File: src/rtl/ctx_cache_pkg.sv
package ctx_cache_pkg;

   typedef enum logic [0:0] {
      FS_IDLE = 1'b0,
      FS_FILL = 1'b1
   } fill_state_e;

   // Reset content of the backing store; callers truncate to the model width.
   function automatic int ctx_seed(input int idx);
      return idx * 37 + 11;
   endfunction

endpackage

File: src/rtl/ctx_tag_match.sv
module ctx_tag_match #(
   parameter int N_LINES = 2,
   parameter int SET_W   = 4,
   parameter int LINE_W  = 1
) (
   input  logic [N_LINES-1:0]            valid,
   input  logic [N_LINES-1:0][SET_W-1:0] tags,
   input  logic [SET_W-1:0]              query,
   output logic                          hit,
   output logic [LINE_W-1:0]             line
);

   always_comb begin
      hit  = 1'b0;
      line = '0;
      for (int i = 0; i < N_LINES; i++) begin
         if (!hit && valid[i] && (tags[i] == query)) begin
            hit  = 1'b1;
            line = LINE_W'(i);
         end
      end
   end

endmodule

File: src/rtl/ctx_lru_ages.sv
module ctx_lru_ages #(
   parameter int N_LINES = 2,
   parameter int LINE_W  = 1
) (
   input  logic              clk,
   input  logic              rst_n,
   input  logic              first_en,
   input  logic [LINE_W-1:0] first_line,
   input  logic              second_en,
   input  logic [LINE_W-1:0] second_line,
   output logic [LINE_W-1:0] lru_line
);

   generate
      if (N_LINES == 1) begin : g_single
         assign lru_line = '0;
      end else begin : g_multi
         // age 0 is most recent, N_LINES-1 is the next victim
         logic [N_LINES-1:0][LINE_W-1:0] age_q, age_mid, age_d;

         always_comb begin
            age_mid = age_q;
            if (first_en) begin
               for (int i = 0; i < N_LINES; i++) begin
                  if (LINE_W'(i) == first_line)
                     age_mid[i] = '0;
                  else if (age_q[i] < age_q[first_line])
                     age_mid[i] = age_q[i] + LINE_W'(1);
               end
            end
            age_d = age_mid;
            if (second_en) begin
               for (int i = 0; i < N_LINES; i++) begin
                  if (LINE_W'(i) == second_line)
                     age_d[i] = '0;
                  else if (age_mid[i] < age_mid[second_line])
                     age_d[i] = age_mid[i] + LINE_W'(1);
               end
            end
         end

         always_comb begin
            lru_line = '0;
            for (int i = 0; i < N_LINES; i++) begin
               if (age_q[i] == LINE_W'(N_LINES - 1))
                  lru_line = LINE_W'(i);
            end
         end

         always_ff @(posedge clk) begin
            if (!rst_n) begin
               for (int i = 0; i < N_LINES; i++)
                  age_q[i] <= LINE_W'(i);
            end else begin
               age_q <= age_d;
            end
         end
      end
   endgenerate

endmodule

File: src/rtl/ctx_backing_mem.sv
module ctx_backing_mem
   import ctx_cache_pkg::*;
#(
   parameter int MODELS_PER_SET = 8,
   parameter int MODEL_W        = 7,
   parameter int SET_W          = 4,
   parameter int OFF_W          = 3
) (
   input  logic                                    clk,
   input  logic                                    rst_n,
   input  logic [SET_W-1:0]                        rd_set,
   output logic [MODELS_PER_SET-1:0][MODEL_W-1:0]  rd_line,
   input  logic                                    set_we,
   input  logic [SET_W-1:0]                        set_addr,
   input  logic [MODELS_PER_SET-1:0][MODEL_W-1:0]  set_data,
   input  logic                                    model_we,
   input  logic [SET_W+OFF_W-1:0]                  model_idx,
   input  logic [MODEL_W-1:0]                      model_data
);

   localparam int N_MODELS = (1 << (SET_W + OFF_W));

   logic [MODEL_W-1:0] store [N_MODELS];

   always_comb begin
      for (int k = 0; k < MODELS_PER_SET; k++)
         rd_line[k] = store[{rd_set, OFF_W'(k)}];
   end

   always_ff @(posedge clk) begin
      if (!rst_n) begin
         for (int i = 0; i < N_MODELS; i++)
            store[i] <= MODEL_W'(ctx_seed(i));
      end else begin
         if (set_we) begin
            for (int k = 0; k < MODELS_PER_SET; k++)
               store[{set_addr, OFF_W'(k)}] <= set_data[k];
         end else if (model_we) begin
            store[model_idx] <= model_data;
         end
      end
   end

endmodule

File: src/rtl/ctx_set_cache.sv
module ctx_set_cache
   import ctx_cache_pkg::*;
#(
   parameter int NUM_LINES      = 2,
   parameter int MODELS_PER_SET = 8,
   parameter int MODEL_W        = 7,
   parameter int CTX_IDX_W      = 7
) (
   input  logic                                          clk,
   input  logic                                          rst_n,
   input  logic                                          rd_req,
   input  logic [CTX_IDX_W-1:0]                          rd_idx,
   output logic [MODEL_W-1:0]                            rd_data,
   output logic                                          rd_stall,
   input  logic                                          wr_en,
   input  logic [CTX_IDX_W-1:0]                          wr_idx,
   input  logic [MODEL_W-1:0]                            wr_data,
   input  logic                                          pf_fill,
   input  logic [CTX_IDX_W-$clog2(MODELS_PER_SET)-1:0]   pf_fill_set,
   input  logic                                          pf_touch,
   input  logic [CTX_IDX_W-$clog2(MODELS_PER_SET)-1:0]   pf_touch_set
);

   localparam int OFF_W  = $clog2(MODELS_PER_SET);
   localparam int SET_W  = CTX_IDX_W - OFF_W;
   localparam int LINE_W = (NUM_LINES > 1) ? $clog2(NUM_LINES) : 1;
   localparam int N_QRY  = 3;   // 0: demand read, 1: write, 2: refresh

   generate
      if (MODELS_PER_SET != 4 && MODELS_PER_SET != 8) begin : g_bad_group
         $error("MODELS_PER_SET must be 4 or 8");
      end
      if (NUM_LINES < 1 || NUM_LINES > 64) begin : g_bad_lines
         $error("NUM_LINES must lie in 1..64");
      end
      if (MODEL_W < 1) begin : g_bad_width
         $error("MODEL_W must be positive");
      end
      if (SET_W < 1 || (1 << SET_W) < NUM_LINES) begin : g_bad_index
         $error("CTX_IDX_W too small for the group count");
      end
   endgenerate

   // line storage
   logic [NUM_LINES-1:0]                                  valid_q;
   logic [NUM_LINES-1:0][SET_W-1:0]                       tag_q;
   logic [NUM_LINES-1:0][MODELS_PER_SET-1:0][MODEL_W-1:0] data_q;

   fill_state_e        state_q;
   logic [SET_W-1:0]   fill_set_q;
   logic [LINE_W-1:0]  fill_line_q;

   // index split
   logic [SET_W-1:0] rd_set, wr_set;
   logic [OFF_W-1:0] rd_off, wr_off;
   assign rd_set = rd_idx[CTX_IDX_W-1:OFF_W];
   assign rd_off = rd_idx[OFF_W-1:0];
   assign wr_set = wr_idx[CTX_IDX_W-1:OFF_W];
   assign wr_off = wr_idx[OFF_W-1:0];

   // parallel tag lookups
   logic [N_QRY-1:0][SET_W-1:0]  qry;
   logic [N_QRY-1:0]             qry_hit;
   logic [N_QRY-1:0][LINE_W-1:0] qry_line;
   assign qry[0] = rd_set;
   assign qry[1] = wr_set;
   assign qry[2] = pf_touch_set;

   generate
      for (genvar k = 0; k < N_QRY; k++) begin : g_lookup
         ctx_tag_match #(
            .N_LINES (NUM_LINES),
            .SET_W   (SET_W),
            .LINE_W  (LINE_W)
         ) u_match (
            .valid (valid_q),
            .tags  (tag_q),
            .query (qry[k]),
            .hit   (qry_hit[k]),
            .line  (qry_line[k])
         );
      end
   endgenerate

   logic pf_resident;
   always_comb begin
      pf_resident = 1'b0;
      for (int i = 0; i < NUM_LINES; i++)
         if (valid_q[i] && tag_q[i] == pf_fill_set)
            pf_resident = 1'b1;
   end

   // victim choice: lowest invalid line first, otherwise the oldest
   logic [LINE_W-1:0] lru_line, victim_line;
   logic              free_found;
   always_comb begin
      victim_line = lru_line;
      free_found  = 1'b0;
      for (int i = 0; i < NUM_LINES; i++) begin
         if (!free_found && !valid_q[i]) begin
            victim_line = LINE_W'(i);
            free_found  = 1'b1;
         end
      end
   end

   // control
   logic fill_active, demand_hit, demand_miss, wr_take, pf_take, install_en;
   logic [LINE_W-1:0] install_line;
   logic [SET_W-1:0]  install_set;

   assign fill_active  = (state_q == FS_FILL);
   assign demand_hit   = !fill_active && rd_req && qry_hit[0];
   assign demand_miss  = !fill_active && rd_req && !qry_hit[0];
   assign rd_stall     = demand_miss || fill_active;
   assign rd_data      = qry_hit[0] ? data_q[qry_line[0]][rd_off] : '0;
   assign wr_take      = wr_en && !fill_active;
   assign pf_take      = pf_fill && !fill_active && !rd_req && !wr_en && !pf_resident;
   assign install_en   = fill_active || pf_take;
   assign install_line = fill_active ? fill_line_q : victim_line;
   assign install_set  = fill_active ? fill_set_q  : pf_fill_set;

   // backing store
   logic [MODELS_PER_SET-1:0][MODEL_W-1:0] mem_line;

   ctx_backing_mem #(
      .MODELS_PER_SET (MODELS_PER_SET),
      .MODEL_W        (MODEL_W),
      .SET_W          (SET_W),
      .OFF_W          (OFF_W)
   ) u_mem (
      .clk        (clk),
      .rst_n      (rst_n),
      .rd_set     (install_set),
      .rd_line    (mem_line),
      .set_we     (install_en && valid_q[install_line]),
      .set_addr   (tag_q[install_line]),
      .set_data   (data_q[install_line]),
      .model_we   (wr_take && !qry_hit[1]),
      .model_idx  (wr_idx),
      .model_data (wr_data)
   );

   // recency: refresh applies first, then the hit or the fill
   ctx_lru_ages #(
      .N_LINES (NUM_LINES),
      .LINE_W  (LINE_W)
   ) u_lru (
      .clk         (clk),
      .rst_n       (rst_n),
      .first_en    (pf_touch && qry_hit[2]),
      .first_line  (qry_line[2]),
      .second_en   (demand_hit || install_en),
      .second_line (demand_hit ? qry_line[0] : install_line),
      .lru_line    (lru_line)
   );

   always_ff @(posedge clk) begin
      if (!rst_n) begin
         valid_q     <= '0;
         tag_q       <= '0;
         data_q      <= '0;
         state_q     <= FS_IDLE;
         fill_set_q  <= '0;
         fill_line_q <= '0;
      end else begin
         if (wr_take && qry_hit[1])
            data_q[qry_line[1]][wr_off] <= wr_data;
         if (install_en) begin
            data_q[install_line]  <= mem_line;
            tag_q[install_line]   <= install_set;
            valid_q[install_line] <= 1'b1;
         end
         case (state_q)
            FS_IDLE: begin
               if (demand_miss) begin
                  state_q     <= FS_FILL;
                  fill_set_q  <= rd_set;
                  fill_line_q <= victim_line;
               end
            end
            default: state_q <= FS_IDLE;
         endcase
      end
   end

endmodule

File: config.mk
export PLATFORM = sky130hd
export DESIGN_NAME = ctx_set_cache
export DESIGN_NICKNAME = d
export VERILOG_FILES = /design/src/rtl/ctx_cache_pkg.sv /design/src/rtl/ctx_tag_match.sv /design/src/rtl/ctx_lru_ages.sv /design/src/rtl/ctx_backing_mem.sv /design/src/rtl/ctx_set_cache.sv
export SDC_FILE = /design/constraint.sdc
export NUM_CORES = 2
export LEC_CHECK = 0
export BUFFER_PORTS_ARGS = -buffer_cell sky130_fd_sc_hd__clkbuf_2
export CAP_MARGIN = 20
export CORE_MARGIN = 8
export CORE_UTILIZATION = 31
export CTS_BUF_LIST = sky130_fd_sc_hd__clkbuf_8
export CTS_CLUSTER_DIAMETER = 100
export CTS_CLUSTER_SIZE = 30
export DETAILED_ROUTE_END_ITERATION = 16
export SYNTH_ARGS = -nofsm -noshare
export SYNTH_HDL_FRONTEND = slang
export SYNTH_HIERARCHICAL = 1
export SYNTH_SLANG_ARGS = --single-unit
File: constraint.sdc
create_clock -name clk -period 3.9 [get_ports clk]
set_clock_uncertainty 0.05 [all_clocks]
set_input_delay 0.39 -clock clk [delete_from_list [all_inputs] [get_ports clk]]
set_output_delay 0.39 -clock clk [all_outputs]
set_load 0.02 [all_outputs]
* Word level (Yosys, flattened, before mapping) *
Memory sizes are Yosys's and may differ from the RTL's.
Index checks and enable logic that the tools add are counted.

cells by class
  div/mod/pow operators = 0
  $mul = 0
  equal/unequal tests = 8
  $add $sub $neg = 4
  shift-type cells = 0
  multiplexer cells = 94
  bitwise gates (word level) = 3
  order comparisons = 14
  reductions and logical operators = 51

operators by type and width
  operator             number
  $mux 112             3
  $mux 56              6
  $bwmux 112           2
  $mux 7               21
  $demux 56 s1         2
  $reduce_or 7->1      9
  $mux 1               49
  $eq 4x4->1           8
  $logic_and 1x1->1    27
  $bmux 7 s3           1
  $demux 7 s3          1
  $mux 4               4
  $logic_not 1->1      10
  $lt 1x2->1 const B   5
  $bwmux 8             1
  $lt 3x4->1 const B   2
  $add 1x1->1 const B  4
  $demux 4 s1          1
  $lt 1x1->1           4
  $mux 2               2
  $ge 3x1->1 const B   1
  $logic_or 1x1->1     3
  $ge 1x1->1 const B   2
  $not 1->1            2
  other kinds (4)      4

storage, ports and cells
  logic and storage cells = 199
  input bits = 35
  bits in read-only memories = 0
  flip-flop bits (word level) = 130
  latch bits = 0
  output and inout port bits = 8
  memories kept = 1
  memory bits (writable) = 896

memories
  memory       depth  bits a word  read ports  clocked after Yosys merged registers in  write ports  line                   text
  u_mem.store  128    7            8           0                                        128          ctx_backing_mem.sv:23  logic [MODEL_W-1:0] store [N_MODELS];

* Longest topological paths before layout *
  depth after elaboration = 19
  mapped depth = 13
  depth with buffers taken out = 9

* By module *
Netlist, hierarchy kept.

modules (own cells, without submodules)
  module           sequential area each (um^2)  area each (um^2)  cells an instance  times used
  ctx_backing_mem  26905.8                      45463.6           3115               1
  ctx_set_cache    2562.5                       7731.2            759                1
  ctx_tag_match    0.0                          121.4             17                 3
  ctx_lru_ages     40.0                         96.3              12                 1

* Worst setup path after synthesis *
No wires, ideal clock.

  path kind = reg2reg
  start = register tag_q[0] (netlist bit)
  end = memory u_mem.store[15][0], enable pin
  arrival time = 2.989 ns
  setup time = 0.381 ns
  path slack = 0.480 ns
  cell stages (with the launch flop) = 11
  required time = 3.469 ns
  cell sequence = dfxtp_1 -> or2b_2 -> o2111ai_1 -> nor3b_2 -> nand2b_1 -> nor3b_1 -> and4b_1 -> buf_2 -> nand3_1 -> clkbuf_1 -> o21ai_0

RTL lines
  what                              line                   text
  start: declaration                ctx_set_cache.sv:46    logic [NUM_LINES-1:0][SET_W-1:0] tag_q;
  start signal: indexed assignment  ctx_set_cache.sv:171   tag_q[install_line] <= install_set;
  end: declaration                  ctx_backing_mem.sv:23

==> impl_metrics.py <==
metrics = {
    "grt": {
        "grt_max_degree": 88,
        "track_usage_pct": 23.77,
        "overflow": 0,
        "grt_pass1_wl_um": 318100,
        "grt_pass1_vias": 38730,
        "antenna_found_initial": 7,
    },
    "flow_run": {
        "maxCapViolCount": 0,
    },
    "placed_design": {
        "gp_congestion": 0.9771,
        "portBuffers": 42,
        "dp_hpwl_um": 162100,
        "post-place-ws_ns": 0.005775,
    },
    "timing": {
        "tightest_slew_ns": 1.197,
        "fmaxAchievable_mhz": 259.0,
        "min_period_ns": 3.861,
        "setup_viol": 0,
        "setup_ws_ns": 0.03912,
        "fin_hold_ws_ns": 0.1040,
        "rsz0062_at_grt": "no",
        "post-route-period-util_pct": 99.00,
        "drv_slew": 0,
        "slew_headroom_pct": 19.37,
        "final-hold-violation-count": 0,
    },
    "critical_path": {
        "crit_path_end_kind": "flop",
        "reg2reg_slack_ns": 0.04,
        "cp_cell_sequence": "inv_1, or3_1, nor2_1, nor3_2, buf_4, and4b_1, nand2_2, o21ai_0",
        "arrival_ns": 4.20,
        "crit_slowest_cell": "o21ai_0",
        "cp_max_fo": 9,
        "critPathKind": "flop to flop",
        "critPathLaunchType": "flop",
        "slowest_delay_ns": 0.95,
        "crit_required_ns": 4.24,
    },
    "detailed_routing": {
        "drcViolationCount": 0,
        "drt-vias-per-instance": 6.612,
        "firstDrtPassIters": 8,
        "drtIter0Drc": 7397,
        "drt-total-wl_um": 233000,
        "num_vias": 41090,
        "ant_nets": 0,
        "drt-wirelength-per-cell_um": 37.49,
    },
    "clock_network": {
        "cts_tree": "built",
        "clkSlewWorstSetupHoldPaths_ns": 0.17,
        "cts.sinks": 1026,
        "htree_levels": 2,
        "cts_buffer_depth": 3,
        "cts_buffers": 42,
        "clk_latency_ns": 0.79,
        "cts-root-buf": "clkbuf_8",
    },
    "floorplanning": {
        "fp-row-count": 152,
        "ios": 43,
        "die_x_um": 432.0,
        "dieArea_um2": 186700,
        "die_y_um": 432.0,
        "core_area_um2": 171700,
        "floorplan.initialDensity_pct": 31.24,
    },
    "final_layout": {
        "nNetsFinal": 3911,
        "fin_util_pct": 34.14,
        "drive_gt1_share_pct": 22.75,
        "syn_to_final_growth_pct": 9.267,
        "num-fill-cells": 16800,
    },
    "logic_synthesis": {
        "syn_avg_cell_area_um2": 13.63,
        "ys_top_cells_by_area": "edfxtp_1, mux4_2, a2bb2oi_1, o2bb2ai_1, dfxtp_1",
        "syn_area_um2": 53660,
        "yosysUniqueCellTypes": 70,
        "synth_top_area_cell": "edfxtp_1",
        "synth_top_area_share_pct": 50.15,
        "ys_ff_latch": 1026,
        "ys_seq_area_share_pct": 55.00,
        "syn_inst": 3937,
        "synth_edf_count": 896,
        "async_flop_share_pct": 0,
        "synth_flop_cell": "edfxtp_1",
        "syn_nets": 3972,
        "synth_warnings": 6,
    },
    "power_and_ir_drop": {
        "p_per_area_nw_per_um2": 358.0,
        "leakage_uw": 0.01810,
        "ir_worst_vdd_v": 0.0002095,
    },
    "status": {
        "outcome": "completed",
    },
    "min_path": {
        "hold_path.class": "input pin to flop",
    },
}
-- through the flow --
| step | TNS [ns] | area (um2) | total power [uW] | std cells |
|---|---|---|---|---|
| final | 0 | 58630 | 20990 | 6214 |
| after floorplan | 0 | 53660 | 14700 | 3937 |
| after CTS | 0 | 58580 | 20810 | 6206 |
| after global placement | -0.1194 | 57740 | 16350 | 6130 |
| after detailed placement | 0 | 57750 | 16390 | 6132 |
| after global routing | 0 | 58620 | 21370 | 6210 |
-- cell usage after synthesis (all sizes together), types with 4 or more instances --
master and count:
and4bb 6, nor3b 6, nor2b 14, edfxtp 896, nor3 13, xnor2 7
clkbuf 220, a21oi 113, nand2b 15, inv 13, a2bb2oi 448, o2bb2ai 420
a22oi 126, and4b 7, nand4b 8, or4b 10, mux2 65, dfxtp 130
nand4bb 9, nor4b 4, a21boi 9, mux2i 125, xor2 16, nand2 199
a22o 16, mux4 252, o21a 11, buf 317, a31oi 4, o21ai 132
o31ai 112, a32o 13, nor2 146, nand3 13, and2 7, nand3b 5
-- registers in the layout, summed over array words and instances, names as in the netlist --
name	flops
fill_line_q	1
valid_q	2
fill_active	1
fill_set_q	4
u_lru/g_multi.age_q	2
u_mem/store	896
data_q	112
tag_q	8
-- layer usage --
layer | part of all wire, % | global-route usage, % | vias up
met1 | 37 | 31.45 | 21000
met2 | 42 | 34.67 | 3565
met3 | 15 | 8.816 | 612
met5 | 0.016 | 0 | -
met4 | 5.9 | 10.71 | 6
li1 | - | - | 15900
-- path summary, 6_finish.rpt --
check,startpoint,to,depth (start not counted)
min reg2reg,fill_line_q,fill_line_q,2
max,valid_q[1],u_mem/store[18][1],8
max reg2reg,valid_q[1],u_mem/store[18][1],8
min,rd_req,fill_active,3
-- where the power goes --
part / internal (uW) / leakage, uW / switching [uW]
clock: 1090 / 0.000432 / 3550
combinational: 1330 / 0.00888 / 2640
sequential: 12200 / 0.00879 / 191
total: 14600 / 0.0181 / 6380
-- worst max-delay path, delay by kind of cell (launching register included) --
family                 cells  cell delay (ns)
and+or+nand+nor            5             1.73
AOI/OAI and AO/OA          1             0.95
DFF                        1             0.45
buffers and inverters      2             0.29
-- area by class of cell --
type                            count  area, um2  area share [%]
Sequential cell                  1026      29510           50.34
Multi-Input combinational cell   2361      21850           37.27
Timing Repair Buffer              432       3566           6.082
Tap cell                         2310       2890           4.930
Clock buffer                       43      591.8           1.009
Clock inverter                     24      157.7          0.2689
Inverter                           13      48.80         0.08323
Antenna cell                        5      12.51         0.02134
-- cells in the final DEF (no fill, tap or decap), types with 43 or more instances in the layout --
master / n
mux2_2: 63
o2bb2ai_1: 420
o21ai_0: 130
clkbuf_8: 43
mux4_2: 252
edfxtp_1: 896
o31ai_1: 112
buf_4: 349
a22oi_1: 126
a2bb2oi_1: 448
nand2_1: 193
dfxtp_1: 127
a21oi_1: 113
nor2_1: 115
mux2i_1: 125
-- kinds of logic (layout without fill, tap and decap cells) --
group | Yosys count | count (layout) | share of synthesized area [%]
other | 0 | 5 | 0
AOI/OAI and AO/OA | 1416 | 1416 | 20.84
muxes | 442 | 442 | 14.27
buffers and inverters | 550 | 512 | 4.708
and+or+nand+nor | 480 | 480 | 4.811
DFF | 1026 | 1026 | 55.00
xor gates and xnor gates | 23 | 23 | 0.3754
-- what timing repair did --
| item | in CTS | in global routing |
|---|---|---|
| setup endpoints to repair | 8 | 20 |
| hold endpoints to repair | 4 | 0 |
| gates resized for setup | 1 | 7 |
| hold buffers | 4 | 0 |
| setup buffers | 3 | 0 |
| pin swaps | 1 | 0 |
Note: power is estimated with default switching activity, not from simulation.
